===== config.mk =====
export PLATFORM = sky130hd
export DESIGN_NAME = rsv_ready_supervisor
export DESIGN_NICKNAME = d
export VERILOG_FILES = /design/src/rtl/rsv_pkg.sv /design/src/rtl/rsv_qualifier.sv /design/src/rtl/rsv_watchdog.sv /design/src/rtl/rsv_merge.sv /design/src/rtl/rsv_ready_supervisor.sv
export SDC_FILE = /design/constraint.sdc
export NUM_CORES = 1
export LEC_CHECK = 0
export ABC_AREA = 1
export CAP_MARGIN = 5
export CORE_MARGIN = 4
export CORE_UTILIZATION = 50
export CTS_CLUSTER_SIZE = 10
export DETAILED_ROUTE_END_ITERATION = 10
export DONT_BUFFER_PORTS = 1
export SETUP_SLACK_MARGIN = 0.2
export SYNTH_ARGS = -nofsm -noshare
export SYNTH_HDL_FRONTEND = slang
export SYNTH_HIERARCHICAL = 1
export SYNTH_SLANG_ARGS = --single-unit

===== constraint.sdc =====
create_clock -name clk -period 1.5 [get_ports clk]
set_input_delay 0.075 -clock clk [delete_from_list [all_inputs] [get_ports clk]]
set_output_delay 0.075 -clock clk [all_outputs]
set_load 0.005 [all_outputs]

===== src/rtl/rsv_pkg.sv =====
`timescale 1ns/1ps
package rsv_pkg;
  localparam int QUAL_OUT  = 0;
  localparam int QUAL_LINK = 1;
  localparam int NUM_QUAL  = 2;

  typedef struct packed {
    logic in_ok;
    logic out_ok;
    logic out_qual;
    logic link_alive;
    logic link_qual;
  } health_t;

  function automatic logic gate_permit(input health_t h);
    return h.in_ok & h.out_ok & h.out_qual & h.link_alive;
  endfunction

  function automatic logic ready_permit(input health_t h);
    return gate_permit(h) & h.link_qual;
  endfunction
endpackage


===== src/rtl/rsv_qualifier.sv =====
`timescale 1ns/1ps
// Rising-direction qualifier: output goes high after DELAY consecutive high
// samples, and drops at the first low sample.
module rsv_qualifier #(
  parameter int DELAY = 8
) (
  input  logic clk,
  input  logic rst,
  input  logic raw_ok,
  output logic qual_ok
);
  localparam int CW = (DELAY < 2) ? 1 : $clog2(DELAY);
  localparam logic [CW-1:0] LAST = CW'(DELAY - 1);

  logic [CW-1:0] cnt;

  always_ff @(posedge clk) begin
    if (rst || !raw_ok) begin
      cnt     <= '0;
      qual_ok <= 1'b0;
    end else if (!qual_ok) begin
      if (cnt == LAST) qual_ok <= 1'b1;
      else             cnt     <= cnt + 1'b1;
    end
  end
endmodule


===== src/rtl/rsv_watchdog.sv =====
`timescale 1ns/1ps
// Link watchdog: reloads on each strobe and declares the link dead when
// TIMEOUT edges pass without one.
module rsv_watchdog #(
  parameter int TIMEOUT = 16
) (
  input  logic clk,
  input  logic rst,
  input  logic strobe,
  output logic alive
);
  localparam int CW = $clog2(TIMEOUT + 1);
  localparam logic [CW-1:0] LIMIT = CW'(TIMEOUT);
  localparam logic [CW-1:0] NEAR  = CW'(TIMEOUT - 1);

  logic [CW-1:0] cnt;

  always_ff @(posedge clk) begin
    if (rst) begin
      cnt   <= LIMIT;
      alive <= 1'b0;
    end else if (strobe) begin
      cnt   <= '0;
      alive <= 1'b1;
    end else if (cnt != LIMIT) begin
      cnt <= cnt + 1'b1;
      if (cnt == NEAR) alive <= 1'b0;
    end
  end
endmodule


===== src/rtl/rsv_merge.sv =====
`timescale 1ns/1ps
// Registered, non-latching combination of the health sources.
module rsv_merge
  import rsv_pkg::*;
(
  input  logic    clk,
  input  logic    rst,
  input  health_t hs,
  output logic    ready,
  output logic    force_off
);
  always_ff @(posedge clk) begin
    if (rst) begin
      ready     <= 1'b0;
      force_off <= 1'b1;
    end else begin
      ready     <= ready_permit(hs);
      force_off <= ~gate_permit(hs);
    end
  end
endmodule


===== src/rtl/rsv_ready_supervisor.sv =====
`timescale 1ns/1ps
module rsv_ready_supervisor
  import rsv_pkg::*;
#(
  parameter int OUT_QUAL     = 8,
  parameter int LINK_QUAL    = 4,
  parameter int WDOG_TIMEOUT = 16
) (
  input  logic clk,
  input  logic rst,
  input  logic in_supply_ok,
  input  logic out_supply_ok,
  input  logic link_strobe,
  output logic ready,
  output logic force_off
);
  logic                link_alive;
  logic [NUM_QUAL-1:0] raw_ok;
  logic [NUM_QUAL-1:0] qual_ok;
  health_t             hs;

  rsv_watchdog #(.TIMEOUT(WDOG_TIMEOUT)) u_wdog (
    .clk    (clk),
    .rst    (rst),
    .strobe (link_strobe),
    .alive  (link_alive)
  );

  always_comb begin
    raw_ok            = '0;
    raw_ok[QUAL_OUT]  = out_supply_ok;
    raw_ok[QUAL_LINK] = link_alive;
  end

  for (genvar g = 0; g < NUM_QUAL; g++) begin : g_qual
    localparam int DLY = (g == QUAL_OUT) ? OUT_QUAL : LINK_QUAL;
    rsv_qualifier #(.DELAY(DLY)) u_q (
      .clk     (clk),
      .rst     (rst),
      .raw_ok  (raw_ok[g]),
      .qual_ok (qual_ok[g])
    );
  end

  always_comb begin
    hs.in_ok      = in_supply_ok;
    hs.out_ok     = out_supply_ok;
    hs.out_qual   = qual_ok[QUAL_OUT];
    hs.link_alive = link_alive;
    hs.link_qual  = qual_ok[QUAL_LINK];
  end

  rsv_merge u_merge (
    .clk       (clk),
    .rst       (rst),
    .hs        (hs),
    .ready     (ready),
    .force_off (force_off)
  );
endmodule


# Word-level counts from Yosys, hierarchy flattened
# Cells that the tools add are included.
[totals]
latch_bits = 0
out_inout_bits = 2
n_memories = 0
regBits = 15
mem_bits_rw = 0
inputBits = 5
elab_cells = 44
mem_bits_ro = 0
[op_classes]
mux = 9
bitwise = 9
div = 0
shifts = 0
magnitude_cmp = 0
n_reduce_logical = 10
add_sub_neg = 3
multipliers = 0
eq_ne = 4
[ops]
columns = ["op", "count"]
rows = [
  ["5-bit two-way mux", 2],
  ["1-bit two-way mux", 7],
  ["2-bit AND reduction", 3],
  ["5-bit by 1-bit adder with 5-bit output (second input constant)", 1],
  ["5-bit by 4-bit equality test with 1-bit output (second input constant)", 1],
  ["5-bit != test (second input constant)", 1],
  ["1-bit NOT", 5],
  ["1-bit AND", 4],
  ["2-bit nonzero test", 2],
  ["3-bit by 1-bit adder with 3-bit output (second input constant)", 1],
  ["3-bit equality test (second input constant)", 1],
  ["2-bit by 1-bit adder with 2-bit output (second input constant)", 1],
  ["2-bit equality test (second input constant)", 1],
  ["1-bit logical NOT", 2],
  ["1-bit logical OR", 2],
  ["2-bit OR reduction", 1],
]

# Longest topological paths before layout
# Gate-level depths: netlist (run 1).
[depth]
ltp_word = 4
mapped_depth = 8
ltp_nobuf = 8

# By module
# The synthesis (run 1) kept the hierarchy.
[modules_own_cells]
columns = ["mod", "n_inst", "cells_per_inst", "area_per_inst_um2", "seq_area_each_um2"]
rows = [
  ["rsv_watchdog", 1, 37, 316.6, 120.1],
  ["rsv_qualifier (g_qual[0].u_q)", 1, 24, 183.9, 80.1],
  ["rsv_qualifier (g_qual[1].u_q)", 1, 17, 130.1, 60.1],
  ["rsv_merge", 1, 9, 73.8, 40.0],
]

# Worst setup path after synthesis (run 1)
# Ideal clock, no wire load.
[synth_timing]
path_kind = "flip-flop to flip-flop"
from = "register u_wdog.cnt[0]"
to = "register u_wdog.cnt[4]"
path_stages_with_launch = 7
arrival_time_ps = 1106
setup_time_ps = 112
period_less_slack_ps = 1218
path_slack_ps = 282
path_cell_list = "dfxtp_1 ha_1 and3_2 ha_1 nand2_1 nand2_1 nand2_1"
[synth_via]
elab_chain_len = 3
word_cells_on_any_way = 5
classes_between = "add/sub (1); eq/ne (1); mux (2); reduce/logical (1)"
[synth_lines]
columns = ["element", "line_no", "rtl"]
rows = [
  ["start: declaration", "rsv_watchdog.sv:16", "logic [CW-1:0] cnt;"],
  ["start signal: assignment", "rsv_watchdog.sv:26", "cnt <= cnt + 1'b1;"],
  ["5-bit by 1-bit adder with 5-bit output", "rsv_watchdog.sv:26", ""],
  ["5-bit two-way mux", "rsv_watchdog.sv:25", "end else if (cnt != LIMIT) begin"],
  ["5-bit two-way mux", "rsv_watchdog.sv:22", "end else if (strobe) begin"],
]
# Parallel ways exist; a longest one is shown, timed or not. The select of a mux whose other input is x is not followed.
# A chain may end at the register's enable or synchronous reset.

# Worst setup path after layout (run 1)
# Same ends and word-level chain as after synthesis.

==> impl_metrics.env, run 1 <==
export IMPL_result_of_the_run="finished, final reports clean"
export IMPL_area_growth_synth_to_final_pct=12.8
export IMPL_timing_hold_worst_start="g_qual[1].u_q/qual_ok$_SDFF_PP0_"
export IMPL_floorplan_core_area_mm2=0.00132
export IMPL_buffer_ports_inserted=0
export IMPL_detailroute_via_count=503
export IMPL_clock_skew_final_ns=0.00314
export IMPL_synth_simple_gate_area_share_pct=34.6
export IMPL_max_cap_violations=0
export IMPL_power_combinational_fraction_pct=8.7
export IMPL_first_global_vias=481
export IMPL_ys_seq_area_share_pct=42.6
export IMPL_floorplan_die_area_mm2=0.00207
export IMPL_detailedPlace_worstSlack_ns=0.236
export IMPL_maxClockFrequency_mhz=800
export IMPL_maxSlewHeadroom_pct=79.1
export IMPL_synth_warning_count=6
export IMPL_switching_share_pct=23.4
export IMPL_layout_cells_most_common="sky130_fd_sc_hd__nand2_1"
export IMPL_timing_final_crit_period_ns=1.25
export IMPL_firstDrtPassIters=2
export IMPL_synthCells=87
export IMPL_reg2reg_from="u_wdog/cnt[0]$_SDFFE_PP0P_"
export IMPL_finalPower_w=0.000702
export IMPL_setup_worst_path_class="flip-flop to flip-flop"
export IMPL_synth_adder_area_share_pct=10.7
export IMPL_dp_cells=102
export IMPL_setup_ws_ns=0.249
export IMPL_ys_types=17
export IMPL_hpwl_um=759
export IMPL_grt_pass1_wl_mm=1.86
export IMPL_cts_tree="yes"
export IMPL_vdd_drop_max_v=0.000457
export IMPL_worst_path_max_fanout=4
export IMPL_die_width_um=45.5
export IMPL_worstHoldPathType="flip-flop to flip-flop"
export IMPL_clk_path_buf_depth=2
export IMPL_globalRouteTotalUtil_pct=12.4
export IMPL_synthMuxAreaShare_pct=0
export IMPL_cp_arrival_ns=1.42
export IMPL_final_max_slew_viol_count=0
export IMPL_clk_pin_slew_worst_paths_ns=0.09
export IMPL_clock_power_share_pct=31.8
export IMPL_area_of_the_mapped_netlist_um2=704
export IMPL_synth_register_bits=15
export IMPL_rsz0062_at_grt="no"
export IMPL_type_of_destination_of_the_critical_path="flip-flop"
export IMPL_sequentialPowerShare_pct=59.4
export IMPL_synth_fp_nets=98
export IMPL_timing_hold_ws_ns=0.477
export IMPL_tightest_slew_ns=0.312
export IMPL_layout_common_cells="sky130_fd_sc_hd__nand2_1 (19), sky130_fd_sc_hd__inv_1 (13), sky130_fd_sc_hd__dfxtp_1 (13)"
export IMPL_finalSetupViolations=0
export IMPL_post_synth_cell_area_avg_um2=8.10
export IMPL_num_rows=13
export IMPL_io_pins=7
export IMPL_postRouteAntennaNets=0
export IMPL_wire_per_inst_um=9.03
export IMPL_depth_of_the_cts_h_tree=1
export IMPL_synth_compound_area_share_pct=2.66
export IMPL_initial_core_utilization_pct=53.5
export IMPL_finalHoldViolations=0
export IMPL_final_layout_size_suffix_gt1_share_pct=20.0
export IMPL_layout_filler_cells=127
export IMPL_power_static_leakage_nw=0.393
export IMPL_grt_antenna_before_repair=0
export IMPL_num_nets_final=107
export IMPL_numClockSinks=15
export IMPL_globalRouteOverflowTotal=0
export IMPL_totalNegativeSetupSlack_ns=0
export IMPL_crit_start="u_wdog/cnt[0]$_SDFFE_PP0P_"
export IMPL_synth_xor_area_share_pct=2.49
export IMPL_worstSetupStartpointType="flip-flop"
export IMPL_p_int_w=0.000538
export IMPL_power_per_cell_area_mw_per_mm2=883
export IMPL_synth_top_family_by_area="simple AND/OR/NAND/NOR gates"
export IMPL_antenna_cells_inserted=0
export IMPL_total_cts_buffers=3
export IMPL_place_gp_congestion=0.679
export IMPL_clock_tree_root_cell="sky130_fd_sc_hd__clkbuf_4"
export IMPL_worst_skew_pair_late_latency_ns=0.27
export IMPL_drcViolationCount=0
export IMPL_count_of_placed_standard_cells_in_the_final_layout_fillers_left_out=110
export IMPL_grt_max_degree=9
export IMPL_vias_per_cell=4.57
export IMPL_fin_crit_sh_pct=83.4
export IMPL_drtIter0Drc=4
export IMPL_die_h_um=45.5
export IMPL_wirelength_um=993
export IMPL_power_net_switching_w=0.000164
export IMPL_cp_required_ns=1.67
area by class of cell:
cell class	count	area (um^2)	area share [%]
clock buffers	4	26.3	3.31
inverters	13	48.8	6.14
multi-input cells	59	358	45.0
flip-flops and latches	15	303	38.1
well taps	15	18.8	2.36
repair buffers	4	40.0	5.04
worst paths after layout:
kind	endpoint	slack (ns)	depth (start not counted)
hold / removal	u_merge/ready$_SDFF_PP0_	0.48	2
hold reg to reg	u_merge/ready$_SDFF_PP0_	0.48	2
setup reg to reg	u_wdog/cnt[4]$_SDFFE_PP1P_	0.25	6
setup / recovery	u_wdog/cnt[4]$_SDFFE_PP1P_	0.25	6
stage by stage:
step | area (um^2) | util, %
global route | 795 | 60.3
global placement | 723 | 54.9
CTS | 790 | 59.9
detailed placement | 723 | 54.9
floorplan | 704 | -
finish | 795 | 60.3
cell usage after synthesis, drive strengths merged:
cell type	instances	area, um^2
xor2	1	8.76
nand3	3	15.0
nor2	18	97.6
nor3b	1	12.5
nor3	2	10.0
inv	13	48.8
ha	6	75.1
dfxtp	15	300
a21oi	3	18.8
nand2	23	101
xnor2	1	8.76
and3	1	7.51
critical path: stages, from the launching register on:
cell                      delay [ns]
sky130_fd_sc_hd__dfxtp_2        0.34
sky130_fd_sc_hd__ha_2           0.19
sky130_fd_sc_hd__and3_2         0.20
sky130_fd_sc_hd__ha_1           0.27
sky130_fd_sc_hd__nand2_1        0.05
sky130_fd_sc_hd__nand2_1        0.05
sky130_fd_sc_hd__nand2_1        0.05
per-layer routing:
metal | up-vias | wire, um | global-route usage [%] | part of all wire [%]
li1 | 281 | - | - | -
met1 | 217 | 500 | 15.1 | 50
met2 | 3 | 451 | 20.1 | 45
met3 | 2 | 27 | 3.56 | 2.7
met4 | 0 | 13 | 5.26 | 1.3
met5 | - | 0 | 0 | 0
power groups by stage:
| stage | Combinational [W] | Sequential, W | Clock [W] |
|---|---|---|---|
| 2_1_floorplan | 0.0000421 | 0.000424 | 0 |
| 3_3_place_gp | 0.0000482 | 0.000426 | 0 |
| 3_5_place_dp | 0.0000501 | 0.000426 | 0 |
| 4_1_cts | 0.0000620 | 0.000417 | 0.000235 |
| 5_1_grt | 0.0000723 | 0.000419 | 0.000258 |
| 6_report | 0.0000614 | 0.000417 | 0.000223 |
sequential cells by signal, indices dropped and copies added, names as in the netlist:
| name | flops |
|---|---|
| g_qual.u_q/qual_ok | 2 |
| u_merge/force_off | 1 |
| u_wdog/cnt | 5 |
| g_qual.u_q/cnt | 5 |
| u_merge/ready | 1 |
| u_wdog/alive | 1 |
timing repair:
action | CTS | global route
hold buffers | 4 | 0
setup buffers | 0 | 0
endpoints found under the hold margin | 11 | 0
setup endpoints to repair | 0 | 1
resized for setup | 0 | 3
cell families (layout without fill, tap and decap cells):
| family | after synthesis | after routing |
|---|---|---|
| AOI/OAI and AO/OA | 3 | 3 |
| xor gates and xnor gates | 2 | 2 |
| adders and majority gates | 6 | 6 |
| buffers and inverters | 13 | 21 |
| DFF | 15 | 15 |
| and+or+nand+nor | 48 | 48 |
Note: power is estimated with default switching activity, not from simulation.
==> inputs of run 2 (changes only) <==
clock period = 1.2 ns   (was 1.5 ns; I/O delays follow)
==> run 2 against run 1 <==
The flow now finishes with violations (hold timing). Largest power group unchanged. Maximum frequency increased by 6.0%. Cell count increased by 5.5%. Via count rose by 7.0%. First-iteration DRC count increased by 25%. Wire length increased by 15%. Final area rose by 19%. Sequential cell count is the same. Combinational power grew 64%.
==> impl_metrics.env, run 2 (same netlist as run 1, synthesis figures left out) <==
export IMPL_clk_path_buf_depth=2
export IMPL_worstHoldPathType="input pin to flip-flop"
export IMPL_setup_worst_path_class="flip-flop to flip-flop"
export IMPL_firstDrtPassIters=4
export IMPL_grt_antenna_before_repair=0
export IMPL_largest_registers="g_qual.u_q/cnt x5, u_wdog/cnt x5, g_qual.u_q/qual_ok x2"
export IMPL_placed_area_um2=790
export IMPL_tightest_slew_ns=0.287
export IMPL_num_nets_final=113
export IMPL_final_layout_size_suffix_gt1_share_pct=41.6
export IMPL_wirelength_mm=1.15
export IMPL_vias_per_cell=4.64
export IMPL_wire_per_inst_um=9.87
export IMPL_buffer_ports_inserted=0
export IMPL_layout_cells_most_common="sky130_fd_sc_hd__nand2_1"
export IMPL_cp_required_ns=1.39
export IMPL_worst_path_max_fanout=4
export IMPL_finalHoldViolations=2
export IMPL_postRouteAntennaNets=0
export IMPL_detail_route_wirelength_met1_um=543
export IMPL_clock_skew_final_ns=0.00605
export IMPL_power_static_leakage_nw=0.429
export IMPL_final_max_slew_viol_count=0
export IMPL_top_layer_used="met4"
export IMPL_num_rows=13
export IMPL_worstSetupStartpointType="flip-flop"
export IMPL_layout_filler_cells=99
export IMPL_globalRouteOverflowTotal=0
export IMPL_depth_of_the_cts_h_tree=1
export IMPL_detailroute_via_count=538
export IMPL_cp_arrival_ns=1.37
export IMPL_maxClockFrequency_mhz=847
export IMPL_fin_crit_sh_pct=98.3
export IMPL_rsz0062_at_grt="yes"
export IMPL_violations="hold timing"
export IMPL_max_cap_violations=0
export IMPL_antenna_cells_inserted=0
export IMPL_total_cts_buffers=3
export IMPL_result_of_the_run="finished, violations left"
export IMPL_die_h_um=45.5
export IMPL_first_global_vias=523
export IMPL_finalInstanceArea_um2=948
export IMPL_place_gp_congestion=0.732
export IMPL_met3_length_um=34
export IMPL_timing_final_crit_period_ns=1.18
export IMPL_cts_hold_repair_buffers=4
export IMPL_wl_met2_um=533
export IMPL_type_of_destination_of_the_critical_path="flip-flop"
export IMPL_setup_ws_ns=0.0199
export IMPL_initial_core_utilization_pct=53.5
export IMPL_numClockSinks=15
export IMPL_globalRouteTotalUtil_pct=14.6
export IMPL_floorplan_die_area_mm2=0.00207
export IMPL_cts_tree="yes"
export IMPL_totalNegativeSetupSlack_ns=0
export IMPL_floorplan_core_area_mm2=0.00132
export IMPL_seq_area_um2=310
export IMPL_layout_common_cells="sky130_fd_sc_hd__nand2_1 (15), sky130_fd_sc_hd__nor2_1 (12), sky130_fd_sc_hd__dfxtp_1 (11)"
export IMPL_vdd_drop_max_v=0.000493
export IMPL_grt_pass1_wl_mm=2.15
export IMPL_drtIter0Drc=5
export IMPL_area_growth_synth_to_final_pct=34.6
export IMPL_drcViolationCount=0
export IMPL_finalSetupViolations=0
export IMPL_detailedPlace_worstSlack_ns=0.0456
export IMPL_die_width_um=45.5
export IMPL_grt_max_degree=10
export IMPL_maxSlewHeadroom_pct=80.8
export IMPL_power_per_cell_area_mw_per_mm2=954
export IMPL_timing_hold_ws_ns=-0.0271
export IMPL_worst_skew_pair_late_latency_ns=0.28
export IMPL_multi_input_comb_area_um2=449
export IMPL_io_pins=7
export IMPL_hpwl_um=813
export IMPL_clk_pin_slew_worst_paths_ns=0.09
export IMPL_clock_tree_root_cell="sky130_fd_sc_hd__clkbuf_4"
[run 2: cell types whose count changed in the layout (fill, tap and decap cells not counted), moves of 2 or more]
| cell | change |
|---|---|
| sky130_fd_sc_hd__a21oi_1 | -2 |
| sky130_fd_sc_hd__a21oi_2 | +2 |
| sky130_fd_sc_hd__buf_4 | +5 |
| sky130_fd_sc_hd__dfxtp_1 | -2 |
| sky130_fd_sc_hd__dfxtp_4 | +2 |
| sky130_fd_sc_hd__ha_1 | -4 |
| sky130_fd_sc_hd__ha_4 | +5 |
| sky130_fd_sc_hd__inv_1 | -3 |
| sky130_fd_sc_hd__inv_4 | +2 |
| sky130_fd_sc_hd__nand2_1 | -4 |
| sky130_fd_sc_hd__nand2_2 | +3 |
[run 2: power by group]
group          internal [W]  switching, W  total (W)
Clock              0.000124      0.000158   0.000282
Combinational     0.0000459     0.0000550   0.000101
Sequential         0.000509     0.0000138   0.000522
Total              0.000678      0.000227   0.000905
[run 2: cell type report]
type | count | share of cell area, %
Inverter | 13 | 5.67
Tap cell | 15 | 1.98
Multi-Input combinational cell | 59 | 47.4
Sequential cell | 15 | 32.7
Clock buffer | 3 | 2.37
Clock inverter | 1 | 0.528
Timing Repair Buffer | 10 | 9.37
[run 2: what timing repair did]
item | 4_1_cts | 5_1_grt
pin swaps | 1 | 7
endpoints found under the setup margin | 8 | 11
endpoints found under the hold margin | 11 | 2
setup buffers | 3 | 2
resized for setup | 2 | 16
[run 2: worst max-delay path, stage by stage, from the launching register on]
cell and delay (ns):
sky130_fd_sc_hd__dfxtp_4 0.37, sky130_fd_sc_hd__ha_4 0.16, sky130_fd_sc_hd__and3_4 0.18, sky130_fd_sc_hd__ha_4 0.25, sky130_fd_sc_hd__nand2_2 0.04, sky130_fd_sc_hd__nand2_2 0.05, sky130_fd_sc_hd__nand2_1 0.05
[run 2: per-stage QoR]
step | cells | total power [W] | utilization [%]
after detailed placement | 103 | 0.000601 | 59.9
after CTS | 114 | 0.000910 | 67.0
after global placement | 103 | 0.000599 | 59.9
final | 116 | 0.000905 | 72.0
after floorplan | 87 | 0.000588 | -
after global routing | 116 | 0.000960 | 72.0
[run 2: per-layer routing]
layer  vias up  GRT usage (%)
li1        292              -
met1       236           17.9
met2         6           21.2
met3         4           3.56
met4         0           12.3
met5         -              0
[run 2: final timing paths]
check / from / endpoint / slack [ns] / cells after the start
worst min register to register: g_qual[1].u_q/qual_ok$_SDFF_PP0_ / u_merge/ready$_SDFF_PP0_ / 0.48 / 2
worst max-delay path: u_wdog/cnt[0]$_SDFFE_PP0P_ / u_wdog/cnt[4]$_SDFFE_PP1P_ / 0.02 / 6
worst min-delay path: link_strobe / u_wdog/alive$_SDFFE_PP0P_ / -0.03 / 2
worst max register to register: u_wdog/cnt[0]$_SDFFE_PP0P_ / u_wdog/cnt[4]$_SDFFE_PP1P_ / 0.02 / 6
==> inputs of run 3 (changes only) <==
BUFFER_PORTS_ARGS = -buffer_cell sky130_fd_sc_hd__buf_2   (was default)
DONT_BUFFER_PORTS = default   (was 1)
PLACE_DENSITY = 0.69   (was default)
==> run 3 against run 2 <==
The run now ends clean. Critical path type unchanged. Cell count is the same. Worst setup slack better by 0.0011 ns. Global-route usage hardly changed. Clock skew fell by 0.0034 ns. Largest power group unchanged. Combinational power is essentially flat. Core utilization decreased by 2.6 points. Total power grew 0.13%. Register-to-register slack hardly changed. Sequential cell count unchanged. Largest cell class unchanged. Worst hold slack improved by 0.057 ns. First-iteration DRC count grew 120%.
==> impl_metrics.env, run 3 (same netlist as run 1, synthesis figures left out) <==
export IMPL_result_of_the_run="finished, final reports clean"
export IMPL_grt_antenna_before_repair=0
export IMPL_power_per_cell_area_mw_per_mm2=991
export IMPL_place_gp_congestion=0.713
export IMPL_drcViolationCount=0
export IMPL_max_cap_violations=0
export IMPL_maxClockFrequency_mhz=848
export IMPL_timing_hold_ws_ns=0.0296
export IMPL_vias_per_cell=4.76
export IMPL_num_rows=13
export IMPL_floorplan_core_area_mm2=0.00132
export IMPL_globalRouteOverflowTotal=0
export IMPL_power_static_leakage_nw=0.415
export IMPL_largest_registers="g_qual.u_q/cnt x5, u_wdog/cnt x5, g_qual.u_q/qual_ok x2"
export IMPL_cp_arrival_ns=1.36
export IMPL_worstSetupStartpointType="flip-flop"
export IMPL_cts_tree="yes"
export IMPL_maxSlewHeadroom_pct=83.4
export IMPL_worstPathBufferInverterCount=0
export IMPL_worstHoldPathType="input pin to flip-flop"
export IMPL_initial_core_utilization_pct=53.5
export IMPL_critical_path_max_stage_delay_ns=0.37
export IMPL_cp_required_ns=1.38
export IMPL_depth_of_the_cts_h_tree=1
export IMPL_buffer_ports_inserted=6
export IMPL_vdd_drop_max_v=0.000750
export IMPL_wire_per_inst_um=10.9
export IMPL_timing_hold_worst_start="rst"
export IMPL_floorplan_die_area_mm2=0.00207
export IMPL_switching_share_pct=25.1
export IMPL_area_growth_synth_to_final_pct=29.8
export IMPL_die_h_um=45.5
export IMPL_firstDrtPassIters=4
export IMPL_post_route_util_pct=69.4
export IMPL_layout_filler_cells=107
export IMPL_clk_pin_slew_worst_paths_ns=0.09
export IMPL_timing_critical_path_slowest_stage_cell="sky130_fd_sc_hd__dfxtp_4"
export IMPL_worst_path_max_fanout=4
export IMPL_worst_skew_pair_late_latency_ns=0.28
export IMPL_first_global_vias=524
export IMPL_layout_cells_most_common="sky130_fd_sc_hd__nand2_1"
export IMPL_clock_skew_final_ns=0.00268
export IMPL_hold_path_depth=2
export IMPL_type_of_destination_of_the_critical_path="flip-flop"
export IMPL_sequentialPowerShare_pct=57.5
export IMPL_crit_chain="ha_4 -> and3_4 -> ha_4 -> nand2_2 -> nand2_1 -> nand2_1"
export IMPL_detailroute_via_count=552
export IMPL_setup_worst_path_class="flip-flop to flip-flop"
export IMPL_postRouteAntennaNets=0
export IMPL_antenna_cells_inserted=0
export IMPL_hpwl_um=893
export IMPL_power_net_switching_w=0.000227
export IMPL_numClockSinks=15
export IMPL_delay_heaviest_family_cp="adder cells"
export IMPL_clock_power_share_pct=31.5
export IMPL_final_layout_size_suffix_gt1_share_pct=43.6
export IMPL_rr_endpoint="u_wdog/cnt[4]$_SDFFE_PP1P_"
export IMPL_reg2reg_depth=6
export IMPL_timing_final_crit_period_ns=1.18
export IMPL_final_max_slew_viol_count=0
export IMPL_wirelength_mm=1.27
export IMPL_finalPower_w=0.000906
export IMPL_clock_tree_root_cell="sky130_fd_sc_hd__clkbuf_4"
export IMPL_fin_crit_sh_pct=98.3
export IMPL_total_cts_buffers=3
export IMPL_whs_endpoint="u_wdog/alive$_SDFFE_PP0P_"
export IMPL_grt_pass1_wl_mm=2.10
export IMPL_grt_max_degree=9
export IMPL_p_int_w=0.000679
export IMPL_power_combinational_fraction_pct=11.0
export IMPL_clk_path_buf_depth=2
export IMPL_finalHoldViolations=0
export IMPL_finalSetupViolations=0
export IMPL_layout_common_cells="sky130_fd_sc_hd__nand2_1 (16), sky130_fd_sc_hd__nor2_1 (12), sky130_fd_sc_hd__inv_1 (11), sky130_fd_sc_hd__dfxtp_1 (11)"
export IMPL_drtIter0Drc=11
export IMPL_num_nets_final=113
export IMPL_tightest_slew_ns=0.248
export IMPL_rrSetupSlack_ns=0.02
export IMPL_globalRouteTotalUtil_pct=14.6
export IMPL_io_pins=7
export IMPL_rsz0062_at_grt="yes"
export IMPL_reg2reg_from="u_wdog/cnt[0]$_SDFFE_PP0P_"
export IMPL_die_width_um=45.5
run 3: changes by cell type in the layout (fill, tap and decap cells not counted), sizes merged:
| cell | change |
|---|---|
| clkbuf | +1 |
| clkinv | -1 |
| buf | +4 |
| dlygate4sd3 | -4 |
run 3: worst max-delay path by stage:
stage | from | to | slack, ns | depth (start not counted)
after floorplan | u_wdog/cnt[1]$_SDFFE_PP0P_ | u_wdog/cnt[4]$_SDFFE_PP1P_ | 0.08 | 6
after global placement | u_wdog/cnt[1]$_SDFFE_PP0P_ | u_wdog/cnt[4]$_SDFFE_PP1P_ | 0.06 | 6
after detailed placement | u_wdog/cnt[1]$_SDFFE_PP0P_ | u_wdog/cnt[4]$_SDFFE_PP1P_ | 0.04 | 6
after CTS | u_wdog/cnt[1]$_SDFFE_PP0P_ | u_wdog/cnt[4]$_SDFFE_PP1P_ | 0.03 | 6
after global routing | u_wdog/cnt[0]$_SDFFE_PP0P_ | u_wdog/cnt[4]$_SDFFE_PP1P_ | -0.01 | 6
final | u_wdog/cnt[0]$_SDFFE_PP0P_ | u_wdog/cnt[4]$_SDFFE_PP1P_ | 0.02 | 6
run 3: routing by layer:
layer / routed length [um] / track usage [%]
met5: 0 / 0
met2: 615 / 24.0
met3: 33 / 5.93
met1: 563 / 15.2
met4: 54 / 9.36
run 3: final cells by class:
type	instances	area, um^2	share of cell area [%]
multi-input cells	59	444	48.6
well taps	15	18.8	2.05
repair buffers	10	63.8	6.98
flip-flops and latches	15	310	33.9
inverters	13	51.3	5.61
clock buffers	4	26.3	2.87
run 3: stage by stage:
step	TNS [ns]	instances	instance area (um^2)	setup slack, ns
3_5_place_dp	0	108	812	0.0434
3_3_place_gp	0	108	812	0.0624
5_1_grt	-0.0129	116	915	-0.0129
4_1_cts	0	113	846	0.0317
2_1_floorplan	0	87	763	0.0772
6_report	0	116	915	0.0210
run 3: power groups by stage:
| stage | registers (W) | logic [W] | clock network, W |
|---|---|---|---|
| detailed placement | 0.000536 | 0.0000764 | 0 |
| global placement | 0.000536 | 0.0000718 | 0 |
| CTS | 0.000524 | 0.0000819 | 0.000297 |
| global route | 0.000524 | 0.000110 | 0.000332 |
| finish | 0.000521 | 0.0000992 | 0.000285 |
| floorplan | 0.000533 | 0.0000551 | 0 |
run 3: repair_timing:
item,in CTS,in global routing
buffers inserted,1,3
hold buffers,0,0
gates resized for setup,1,14
pin swaps,0,5
endpoints found under the setup margin,8,11
